**src/rtl/rstSupPkg.sv**
```systemverilog
package rstSupPkg;
  typedef struct packed {
    logic holdExt;     // supply-low or debounced button pressed
    logic strobeFall;  // one-cycle pulse on a synchronized strobe falling edge
  } ctrlStrobes_t;
endpackage

```
**src/rtl/rstSupSync.sv**
```systemverilog
module rstSupSync #(
  parameter int WIDTH = 2,
  parameter logic [WIDTH-1:0] RESET_VAL = '0
) (
  input  logic             clk,
  input  logic             porClear,
  input  logic [WIDTH-1:0] asyncIn,
  output logic [WIDTH-1:0] syncOut
);
  for (genvar i = 0; i < WIDTH; i++) begin : gBit
    logic stage1, stage2;
    always_ff @(posedge clk) begin
      if (porClear) begin
        stage1 <= RESET_VAL[i];
        stage2 <= RESET_VAL[i];
      end else begin
        stage1 <= asyncIn[i];
        stage2 <= stage1;
      end
    end
    assign syncOut[i] = stage2;
  end
endmodule

```
**src/rtl/rstSupCtrl.sv**
```systemverilog
module rstSupCtrl
  import rstSupPkg::*;
#(
  parameter int DEBOUNCE_CYC = 10000
) (
  input  logic         clk,
  input  logic         porClear,
  input  logic         supplyLow,
  input  logic         pushBtnN,
  input  logic         strobe,
  output ctrlStrobes_t strobes
);
  localparam int DBW = $clog2(DEBOUNCE_CYC + 1);
  localparam logic [DBW-1:0] DB_LAST = DBW'(DEBOUNCE_CYC - 1);

  logic [1:0] syncVec;
  logic pbSync, stSync, stDly, pbStable;
  logic [DBW-1:0] dbCnt;

  // bit 0 button (idle high), bit 1 strobe (idle low)
  rstSupSync #(.WIDTH(2), .RESET_VAL(2'b01)) uSync (
    .clk(clk), .porClear(porClear),
    .asyncIn({strobe, pushBtnN}), .syncOut(syncVec)
  );
  assign pbSync = syncVec[0];
  assign stSync = syncVec[1];

  always_ff @(posedge clk) begin
    if (porClear) begin
      pbStable <= 1'b1;
      dbCnt    <= '0;
      stDly    <= 1'b0;
    end else begin
      stDly <= stSync;
      if (pbSync != pbStable) begin
        if (dbCnt == DB_LAST) begin
          pbStable <= pbSync;
          dbCnt    <= '0;
        end else begin
          dbCnt <= dbCnt + 1'b1;
        end
      end else begin
        dbCnt <= '0;
      end
    end
  end

  always_comb begin
    strobes.holdExt    = supplyLow | ~pbStable;
    strobes.strobeFall = stDly & ~stSync;
  end

  AST_DEB_ACCEPT: assert property (@(posedge clk) disable iff (porClear)
    (pbStable != $past(pbStable)) |-> (pbStable == $past(pbSync)));
  AST_FALL_SINGLE: assert property (@(posedge clk) disable iff (porClear)
    strobes.strobeFall |=> !strobes.strobeFall);
endmodule

```
**src/rtl/rstSupDatapath.sv**
```systemverilog
module rstSupDatapath
  import rstSupPkg::*;
#(
  parameter int STRETCH_CYC = 250000,
  parameter int WD_SHORT    = 150000,
  parameter int WD_MID      = 600000,
  parameter int WD_LONG     = 1200000
) (
  input  logic         clk,
  input  logic         porClear,
  input  ctrlStrobes_t strobes,
  input  logic [1:0]   wdSel,
  output logic         rstActive
);
  localparam int WD_MAX0 = (WD_SHORT > WD_MID) ? WD_SHORT : WD_MID;
  localparam int WD_MAX  = (WD_MAX0 > WD_LONG) ? WD_MAX0 : WD_LONG;
  localparam int WDW     = $clog2(WD_MAX + 1);
  localparam int STW     = $clog2(STRETCH_CYC + 1);
  localparam logic [STW-1:0] ST_LOAD = STW'(STRETCH_CYC);

  logic [STW-1:0] stretchCnt;
  logic [WDW-1:0] wdCnt, wdLimit;
  logic wdExpire, holdReq;

  always_comb begin
    case (wdSel)
      2'd0:    wdLimit = WDW'(WD_SHORT);
      2'd2:    wdLimit = WDW'(WD_LONG);
      default: wdLimit = WDW'(WD_MID);  // 1 and reserved 3
    endcase
  end

  assign rstActive = (stretchCnt != '0);
  // >= so that lowering the select mid-count expires at once
  assign wdExpire  = !rstActive && !strobes.strobeFall && (wdCnt >= wdLimit - 1'b1);
  assign holdReq   = strobes.holdExt | wdExpire;

  always_ff @(posedge clk) begin
    if (porClear) begin
      stretchCnt <= ST_LOAD;
      wdCnt      <= '0;
    end else begin
      if (holdReq)        stretchCnt <= ST_LOAD;
      else if (rstActive) stretchCnt <= stretchCnt - 1'b1;
      if (rstActive || strobes.strobeFall || wdExpire) wdCnt <= '0;
      else                                             wdCnt <= wdCnt + 1'b1;
    end
  end

  AST_HOLD_ACTIVE: assert property (@(posedge clk) disable iff (porClear)
    strobes.holdExt |=> rstActive);
  AST_END_QUIET: assert property (@(posedge clk) disable iff (porClear)
    $fell(rstActive) |-> !$past(strobes.holdExt));
  AST_NO_OVERFLOW: assert property (@(posedge clk) disable iff (porClear)
    !rstActive |-> (wdCnt < WDW'(WD_MAX)));
  AST_EXPIRE_RESTART: assert property (@(posedge clk) disable iff (porClear)
    wdExpire |=> (rstActive && wdCnt == '0));
endmodule

```
**src/rtl/rstSupervisor.sv**
```systemverilog
module rstSupervisor
  import rstSupPkg::*;
#(
  parameter int STRETCH_CYC  = 250000,
  parameter int DEBOUNCE_CYC = 10000,
  parameter int WD_SHORT     = 150000,
  parameter int WD_MID       = 600000,
  parameter int WD_LONG      = 1200000
) (
  input  logic       clk,
  input  logic       porClear,
  input  logic       supplyLow,
  input  logic       pushBtnN,
  input  logic       strobe,
  input  logic [1:0] wdSel,
  output logic       rstOut,
  output logic       rstOutN
);
  ctrlStrobes_t ctrlStrobes;
  logic rstActive;

  rstSupCtrl #(.DEBOUNCE_CYC(DEBOUNCE_CYC)) uCtrl (
    .clk(clk), .porClear(porClear), .supplyLow(supplyLow),
    .pushBtnN(pushBtnN), .strobe(strobe), .strobes(ctrlStrobes)
  );

  rstSupDatapath #(
    .STRETCH_CYC(STRETCH_CYC), .WD_SHORT(WD_SHORT),
    .WD_MID(WD_MID), .WD_LONG(WD_LONG)
  ) uDp (
    .clk(clk), .porClear(porClear), .strobes(ctrlStrobes),
    .wdSel(wdSel), .rstActive(rstActive)
  );

  assign rstOut  = rstActive;
  assign rstOutN = ~rstActive;
endmodule

```
**config.mk**
```make
export PLATFORM = sky130hd
export DESIGN_NAME = rstSupervisor
export DESIGN_NICKNAME = d
export VERILOG_FILES = /design/src/rtl/rstSupPkg.sv /design/src/rtl/rstSupSync.sv /design/src/rtl/rstSupCtrl.sv /design/src/rtl/rstSupDatapath.sv /design/src/rtl/rstSupervisor.sv
export SDC_FILE = /design/constraint.sdc
export NUM_CORES = 1
export LEC_CHECK = 0
export ABC_AREA = 1
export BUFFER_PORTS_ARGS = -buffer_cell sky130_fd_sc_hd__buf_2
export CAP_MARGIN = 20
export CORE_ASPECT_RATIO = 1.75
export CORE_MARGIN = 2
export CORE_UTILIZATION = 67
export DETAILED_ROUTE_END_ITERATION = 10
export PLACE_DENSITY = 0.85
export SETUP_SLACK_MARGIN = 0.2
export SYNTH_ARGS = -nofsm -noshare
export SYNTH_HDL_FRONTEND = slang
export SYNTH_SLANG_ARGS = --single-unit
```
**constraint.sdc**
```tcl
create_clock -name clk -period 3.4 [get_ports clk]
set_input_delay 0.68 -clock clk [delete_from_list [all_inputs] [get_ports clk]]
set_output_delay 0.68 -clock clk [all_outputs]
set_load 0.05 [all_outputs]
```
Word level (Yosys, flattened, before mapping) --
Cells that the tools add are included. W data, S select, Z words.
Storage, ports and cells: flip-flop bits (word level) 59, latch bits 0, bits in writable memories 0, memory bits (read-only) 0, bits of input ports 7, output and inout bits 2, memories kept 0
Cells by class: add/subtract/negate cells 4, $mul 0, divide/modulo/power cells 0, $lt $le $gt $ge 1, equality and inequality tests 3, shift operators 0, multiplexer cells 1, bitwise operators 7, reductions and logical operators 12
Operators with widths (count):
- $pmux W21 S2 | 1
- $add A21 B1 Y21 const B | 1
- $ge A21 B21 Y1 | 1
- $sub A21 B1 Y21 const B | 1
- $reduce_bool A18 Y1 | 1
- $sub A18 B1 Y18 const B | 1
- $add A14 B1 Y14 const B | 1
- $eq A14 B14 Y1 const B | 1
- $not A1 Y1 | 4
- $reduce_or A2 Y1 | 2
- $reduce_or A3 Y1 | 1
- $eq A2 B2 Y1 const B | 1
- $logic_and A1 B1 Y1 | 2
- $logic_not A1 Y1 | 2
- $logic_not A2 Y1 | 1
- $logic_or A1 B1 Y1 | 2
- $or A1 B1 Y1 | 2
- $reduce_and A2 Y1 | 1
- $and A1 B1 Y1 | 1
- $ne A1 B1 Y1 | 1

Depth between registers and ports, before layout --
Gate-level depths: netlist of run 1.
depth in word-level cells 7, gate-level depth with buffers 15

Cells and area by module --
A second synthesis of run 1 with hierarchy kept.
Unflattened totals: cells, all modules 461, area total of the unflattened synthesis 3440.8 µm²
By module, submodules not included:
- rstSupDatapath | instances 1, cells each 330, area each 2431.1 µm², seq. area each 780.7 µm²
- rstSupCtrl | instances 1, cells each 115, area each 877.1 µm², seq. area each 320.3 µm²
- rstSupSync | instances 1, cells each 15, area each 128.9 µm², seq. area each 80.1 µm²
- rstSupervisor | instances 1, cells each 1, area each 3.8 µm², seq. area each 0.0 µm²

Least setup slack after synthesis of run 1 --
Ideal clock, no wire load.
path type register to output, from register uDp.stretchCnt[0], to output port rstOutN, data arrival time 1.888 ns, setup slack 0.832 ns, stages on the path, launching flop included 9, cells stage by stage dfxtp_1 inv_1 ha_1 nand2_2 nor2_4 nand3_2 nor2_4 nand2_1 inv_1
Between the ends: longest elaborated chain between the ends 2
RTL lines:
- start: declaration | RTL line rstSupDatapath.sv:21 | logic [STW-1:0] stretchCnt;
- start signal: assignment | RTL line rstSupDatapath.sv:44 | else if (rstActive) stretchCnt <= stretchCnt - 1'b1;
- $reduce_bool A18 Y1 | RTL line rstSupDatapath.sv:33 | assign rstActive = (stretchCnt != '0);
- via rstOut | RTL line rstSupervisor.sv:16 | output logic rstOut,
- $not A1 Y1 | RTL line rstSupervisor.sv:36 | assign rstOutN = ~rstActive;
- end: declaration | RTL line rstSupervisor.sv:17 | output logic rstOutN
The timed path passes the listed nets, and every way through them passes these cells.

Final worst setup path of run 1 --
from register uDp.stretchCnt[0], to output port rstOutN
Between the ends: longest elaborated chain between the ends 2
RTL lines (RTL line):
- $reduce_bool A18 Y1 | rstSupDatapath.sv:33
- $not A1 Y1 | rstSupervisor.sv:36
Every way passes these cells.

==> impl_results.md, run 1 <==
- CTS tree: done
- Power density over the cells: 426 mW/mm^2
- Port Buf Inserts: 8
- Tcrit/Tclk final: 83.3%
- Clock-pin slew on the worst setup and hold paths: 0.06 ns
- Initial antenna violation count: 0
- Worst setup EP type: output port
- WHS Endpoint: uCtrl.uSync.gBit[1].stage2$_SDFF_PP0_
- Sequential fraction of the synthesis area: 36.9%
- WL met2: 3.40 mm
- Final global-route overflow total: 0
- Core ar.: 0.00462 mm^2
- Die Area: 0.00537 mm^2
- Row count: 33
- Antenna Nets Post-Route: 0
- Number of global-route vias before repair: 2724
- Multi-input gate area: 0.00180 mm^2
- Clk Latency, worst-skew pair: 0.34 ns
- Clk sink count: 59
- Post-CTS sizing: 0
- Final hold vios: 0
- Vias: 2696
- Crit path DAT: 2.15 ns
- Synthesized net count: 441
- Hold Buf Count CTS: 0
- Gpl congestion: 0.879
- Yosys warns: 0
- Cells after Synth: 420
- Die H: 95.4 um
- Synth unique cells: 36
- Setup CP Type: flop to output port
- Worst hold-check path type: flop to flop
- Design area: 0.00350 mm^2
- WL/cell: 12.8 um
- Ports: 9
- Leakage: 1.50 nW
- Ant. Diodes: 0
- Root buf cell: clkbuf_8
- Rel. slew slack: 40.9%
- Nets: 456
- FMAX: 0.353 GHz
- Minimum clock period: 2.83 ns
- H-tree levels: 3
- Highest Signal Layer: met4
- Max_cap viols: 0
- RSZ-0062 raised after global routing: no
- Clk_skew: 0.0117 ns
- # DRC: 0
- Met3 WL: 148 um
- Clock buffer count from CTS: 9
- FF-to-FF setup slack: 1.30 ns
- Met1 wire length: 2.51 mm
- FILL cells: 337
- Via-per-instance ratio: 5.49
- Initial DRC Count: 80
- Commonest non-fill, non-tap cells in the layout: nand2_1 (82), nor2_1 (61), dfxtp_1 (59)
- Seq cells post-synth: 59
- Placement Cell Area: 0.00327 mm^2
- DRT Pass-1 Iters: 4
- Starting Density: 69.2%
- Die W: 56.2 um
- Largest net degree at the start of global routing: 18
- Status: completed
- Postcts setup bufs: 0
- Worst vdd ir: 0.439 mV
- Most common cell after layout, fill and taps aside: nand2_1
- Share of cells above drive strength 1: 15.5%
- Hold Path Depth: 2
- R2r startpoint: uDp.stretchCnt[0]$_SDFFE_PP0N_
- Worst Path Max Fanout: 6
- Setup TNS: 0 ns
- Crit path required time: 2.72 ns
- Setup Viol. Count Final: 0
- Slew Limit Fails: 0
- Worst Tran Pin Value: 0.880 ns
- Hold Startpoint: uCtrl.uSync.gBit[1].stage1$_SDFF_PP0_
- Detailed placement HPWL: 4.42 mm
- First-pass GRT wire length: 11.0 mm
- Startpoint Class: flop
- Sequential Area: 0.00118 mm^2
- Clk buf depth: 2
- P&R area growth vs syn: 9.27%
- Worst R2R Path Depth: 9
- Cell Area, Synth: 0.00320 mm^2
- Worst reg2reg path endpoint: uDp.stretchCnt[9]$_SDFFE_PP0N_
- Gr usage total: 26.1%
- Final wirelength: 6.28 mm
- Avg Cell Area, Syn: 7.62 um^2
layout make-up:
| cell class | instances | area share, % |
|---|---|---|
| multi-input combinational | 309 | 51.6 |
| sequential | 59 | 33.8 |
| inverter | 48 | 5.15 |
| clock buffer | 11 | 4.33 |
| clock inverter | 4 | 2.11 |
| tap | 52 | 1.86 |
| timing repair buffer | 8 | 1.15 |
through the flow:
step	instances	total power [mW]	setup slack, ns	hold WS, ns	util (%)
CTS	491	1.50	0.548	0.407	75.6
global placement	476	0.786	0.850	0.389	70.7
global route	491	1.54	0.392	0.432	75.6
detailed placement	476	0.789	0.767	0.399	70.7
floorplan	420	0.774	0.832	0.388	-
finish	491	1.49	0.568	0.409	75.6
synth_stat cells (all sizes together):
master	count	area, um^2
nor2	78	350
xor2	19	166
a22oi	1	7.51
o21ai	3	15.0
nand3	22	120
a31oi	2	12.5
o211ai	1	7.51
nor3	27	196
inv	48	180
a21oi	11	66.3
nand2	89	385
xnor2	10	87.6
nor3b	3	22.5
dfxtp	59	1180
o21a	2	15.0
a31o	2	17.5
o31ai	1	7.51
nor4	1	6.26
o21bai	1	7.51
buf	3	30.0
or2	4	25.0
nand4	17	106
clkbuf	1	3.75
and2	1	6.26
ha	14	175
metal layers:
| layer | global-route usage (%) | vias up |
|---|---|---|
| met1 | 25.6 | 1241 |
| met5 | 0 | - |
| li1 | - | 1383 |
| met2 | 50.1 | 52 |
| met4 | 17.1 | 0 |
| met3 | 3.12 | 20 |
worst max-delay path: stages (launching register included):
cell	delay, ns
dfxtp_1	0.33
inv_1	0.12
ha_1	0.23
nand2_2	0.13
nor2_4	0.22
nand3_2	0.11
nor2_4	0.13
nand2_1	0.15
inv_1	0.14
buf_2	0.28
how the worst max path moves through the flow:
stage	from	end	slack [ns]
6_report	uDp.stretchCnt[0]$_SDFFE_PP0N_	rstOutN	0.57
5_1_grt	uDp.stretchCnt[0]$_SDFFE_PP0N_	rstOutN	0.39
4_1_cts	uDp.stretchCnt[0]$_SDFFE_PP0N_	rstOutN	0.55
3_5_place_dp	wdSel[0]	uDp.stretchCnt[1]$_SDFFE_PP0N_	0.77
3_3_place_gp	wdSel[0]	uDp.stretchCnt[2]$_SDFFE_PP0N_	0.85
2_1_floorplan	uDp.stretchCnt[0]$_SDFFE_PP0N_	rstOutN	0.83
logic make-up after synthesis:
family / share of synthesized area [%]
xor gates and xnor gates: 7.94
DFF: 36.9
adders and majority gates: 5.48
buffers and inverters: 6.69
and+or+nand+nor: 38.1
AOI/OAI and AO/OA: 4.89
power by group:
part           switching, mW  total (mW)  internal (mW)
Sequential           0.00717       0.707          0.700
Combinational         0.0439      0.0695         0.0256
Clock                  0.266       0.714          0.448
registers in the layout, indices dropped and copies added (netlist names):
register,count
uDp.wdCnt,21
uDp.stretchCnt,18
uCtrl.dbCnt,14
uCtrl.uSync.gBit.stage1,2
uCtrl.uSync.gBit.stage2,2
uCtrl.pbStable,1
uCtrl.stDly,1
No activity file was read; power rests on OpenSTA's default activity.
==> run 2, diff against run 1 <==
--- a/config.mk
+++ b/config.mk
@@ -10,9 +10,9 @@
 export CAP_MARGIN = 20
 export CORE_ASPECT_RATIO = 1.75
 export CORE_MARGIN = 2
-export CORE_UTILIZATION = 67
+export CORE_UTILIZATION = 62
 export DETAILED_ROUTE_END_ITERATION = 10
-export PLACE_DENSITY = 0.85
+export PLACE_DENSITY = 0.79
 export SETUP_SLACK_MARGIN = 0.2
 export SYNTH_ARGS = -nofsm -noshare
 export SYNTH_HDL_FRONTEND = slang
==> constraint.sdc (replaced) <==
create_clock -name clk -period 2.8 [get_ports clk]
set_input_delay 0.56 -clock clk [delete_from_list [all_inputs] [get_ports clk]]
set_output_delay 0.56 -clock clk [all_outputs]
set_load 0.05 [all_outputs]
==> run 2 against run 1 <==
Non-clock buffer count grew 3; worst hold slack lost 0.0082 ns; worst setup slack lost 0.21 ns; register-to-register slack lost 0.49 ns; sequential share of layout area is essentially flat; total power grew 11%; critical endpoint unchanged.
==> impl_results.md, run 2 (synthesis gave the netlist of run 1 again) <==
- Status: completed
- Final hold slack: 0.401 ns
- Final Power: 1.66 mW
- Worst hold-check path type: input port to flop
- Rel. slew slack: 49.4%
- Initial DRC Count: 53
- Antenna Nets Post-Route: 0
- Largest net degree at the start of global routing: 18
- RSZ-0062 raised after global routing: no
- Fin util: 70.2%
- Worst reg2reg path endpoint: uDp.stretchCnt[2]$_SDFFE_PP0N_
- Crit path required time: 2.24 ns
- R2r startpoint: uDp.wdCnt[0]$_SDFF_PP0_
- Hold Path Depth: 2
- CP cell instances: inv_1 > ha_1 > nand2_2 > nor2_4 > nand3_2 > nor2_4 > nand2_2 > inv_2 > buf_6
- Number of global-route vias before repair: 2558
- First-pass GRT wire length: 10.4 mm
- CTS tree: done
- Flop pwr share: 51.8%
- Worst setup EP type: output port
- Share of cells above drive strength 1: 16.7%
- Core ar.: 0.00498 mm^2
- Internal: 1.25 mW
- Row count: 34
- Clk Latency, worst-skew pair: 0.35 ns
- Commonest non-fill, non-tap cells in the layout: nand2_1 (81), nor2_1 (61), dfxtp_1 (59)
- Setup TNS: 0 ns
- Setup CP Type: flop to output port
- Ports: 9
- Via-per-instance ratio: 5.33
- Slowest stage cell, crit path: dfxtp_1
- Biggest regs: uDp.wdCnt (21), uDp.stretchCnt (18), uCtrl.dbCnt (14)
- Detailed placement HPWL: 4.50 mm
- CP max stage delay: 0.32 ns
- Starting Density: 64.3%
- Clock buffer count from CTS: 9
- Most common cell after layout, fill and taps aside: nand2_1
- Logic pwr share: 5.0%
- Hold Startpoint: pushBtnN
- WP buf/inv: 3
- Cell family with most CP delay: simple AND/OR/NAND/NOR gates
- NetSw: 0.405 mW
- Final hold vios: 0
- DRT Pass-1 Iters: 4
- # DRC: 0
- Tcrit/Tclk final: 87.1%
- Max_cap viols: 0
- FMAX: 0.410 GHz
- Worst R2R Path Depth: 10
- Port Buf Inserts: 8
- Root buf cell: clkbuf_8
- Die H: 99.0 um
- Final global-route overflow total: 0
- Vias: 2650
- Ant. Diodes: 0
- Worst Path Max Fanout: 4
- Gpl congestion: 0.956
- Clk_skew: 0.0118 ns
- Clock-pin slew on the worst setup and hold paths: 0.07 ns
- Minimum clock period: 2.44 ns
- Switching portion of total power: 24.5%
- Nets: 459
- Clk buf depth: 2
- Gr usage total: 22.8%
- Initial antenna violation count: 0
- Top reg by flops: uDp.wdCnt
- Worst vdd ir: 0.522 mV
- WHS Endpoint: uCtrl.uSync.gBit[0].stage1$_SDFF_PP1_
- Leakage: 1.49 nW
- Startpoint Class: flop
- Worst Tran Pin Value: 0.753 ns
- Die Area: 0.00577 mm^2
- Max reg flops: 21
- Power density over the cells: 474 mW/mm^2
- Setup Viol. Count Final: 0
- H-tree levels: 3
- WL/cell: 11.9 um
- Final wirelength: 5.89 mm
- P&R area growth vs syn: 9.19%
- FF-to-FF setup slack: 0.81 ns
- Slew Limit Fails: 0
- Clk sink count: 59
- Clock power share: 43.2%
- Die W: 58.3 um
- Crit path DAT: 1.88 ns
## run 2: changes by cell type in the layout (fill, tap and decap cells not counted)
cell	delta
bufinv_16	-2
buf_6	+1
nand2_2	+1
inv_1	-1
clkinv_4	+1
buf_4	+3
buf_2	-1
clkinvlp_4	+2
nand2_1	-1
inv_2	+1
## run 2: power groups by stage
stage	registers [mW]	logic [mW]	clock network, mW
2_1_floorplan	0.874	0.0655	0
3_3_place_gp	0.876	0.0811	0
3_5_place_dp	0.876	0.0833	0
4_1_cts	0.857	0.0843	0.731
5_1_grt	0.858	0.0946	0.767
6_report	0.858	0.0832	0.716
## run 2: what timing repair did
item,in CTS,in global routing
pin swaps,1,1
endpoints found under the setup margin,1,2
setup buffers,0,1
gates resized for setup,2,2
hold buffers,0,0
cloned,0,0
## run 2: final cells by class
class	instances	area (um^2)
clock buffer	11	151
inverter	48	180
timing repair buffer	11	68.8
sequential	59	1180
tap	54	67.6
multi-input combinational	309	1810
fill	415	1480
clock inverter	5	37.5
## run 2: how the worst max path moves through the flow
stage / from / endpoint / slack, ns / cells past startpoint
3_5_place_dp: wdSel[0] / uDp.stretchCnt[2]$_SDFFE_PP0N_ / 0.25 / 13
2_1_floorplan: uDp.stretchCnt[0]$_SDFFE_PP0N_ / rstOutN / 0.35 / 8
3_3_place_gp: wdSel[0] / uDp.stretchCnt[2]$_SDFFE_PP0N_ / 0.37 / 13
5_1_grt: uDp.stretchCnt[0]$_SDFFE_PP0N_ / rstOutN / 0.21 / 9
6_report: uDp.stretchCnt[0]$_SDFFE_PP0N_ / rstOutN / 0.36 / 9
4_1_cts: uDp.stretchCnt[0]$_SDFFE_PP0N_ / rstOutN / 0.21 / 9
## run 2: layer usage
| layer | wire [um] | vias to the layer above | track usage, % |
|---|---|---|---|
| li1 | - | 1389 | - |
| met1 | 2420 | 1207 | 23.8 |
| met2 | 3150 | 39 | 41.0 |
| met3 | 155 | 15 | 4.99 |
| met4 | 167 | 0 | 11.8 |
| met5 | 0 | - | 0 |
## run 2: stage by stage
step | worst slack (ns) | area [um^2] | cells
final | 0.361 | 3490 | 497
after global routing | 0.214 | 3490 | 497
after CTS | 0.208 | 3480 | 496
after detailed placement | 0.253 | 3290 | 480
after global placement | 0.370 | 3290 | 480
after floorplan | 0.352 | 3200 | 420
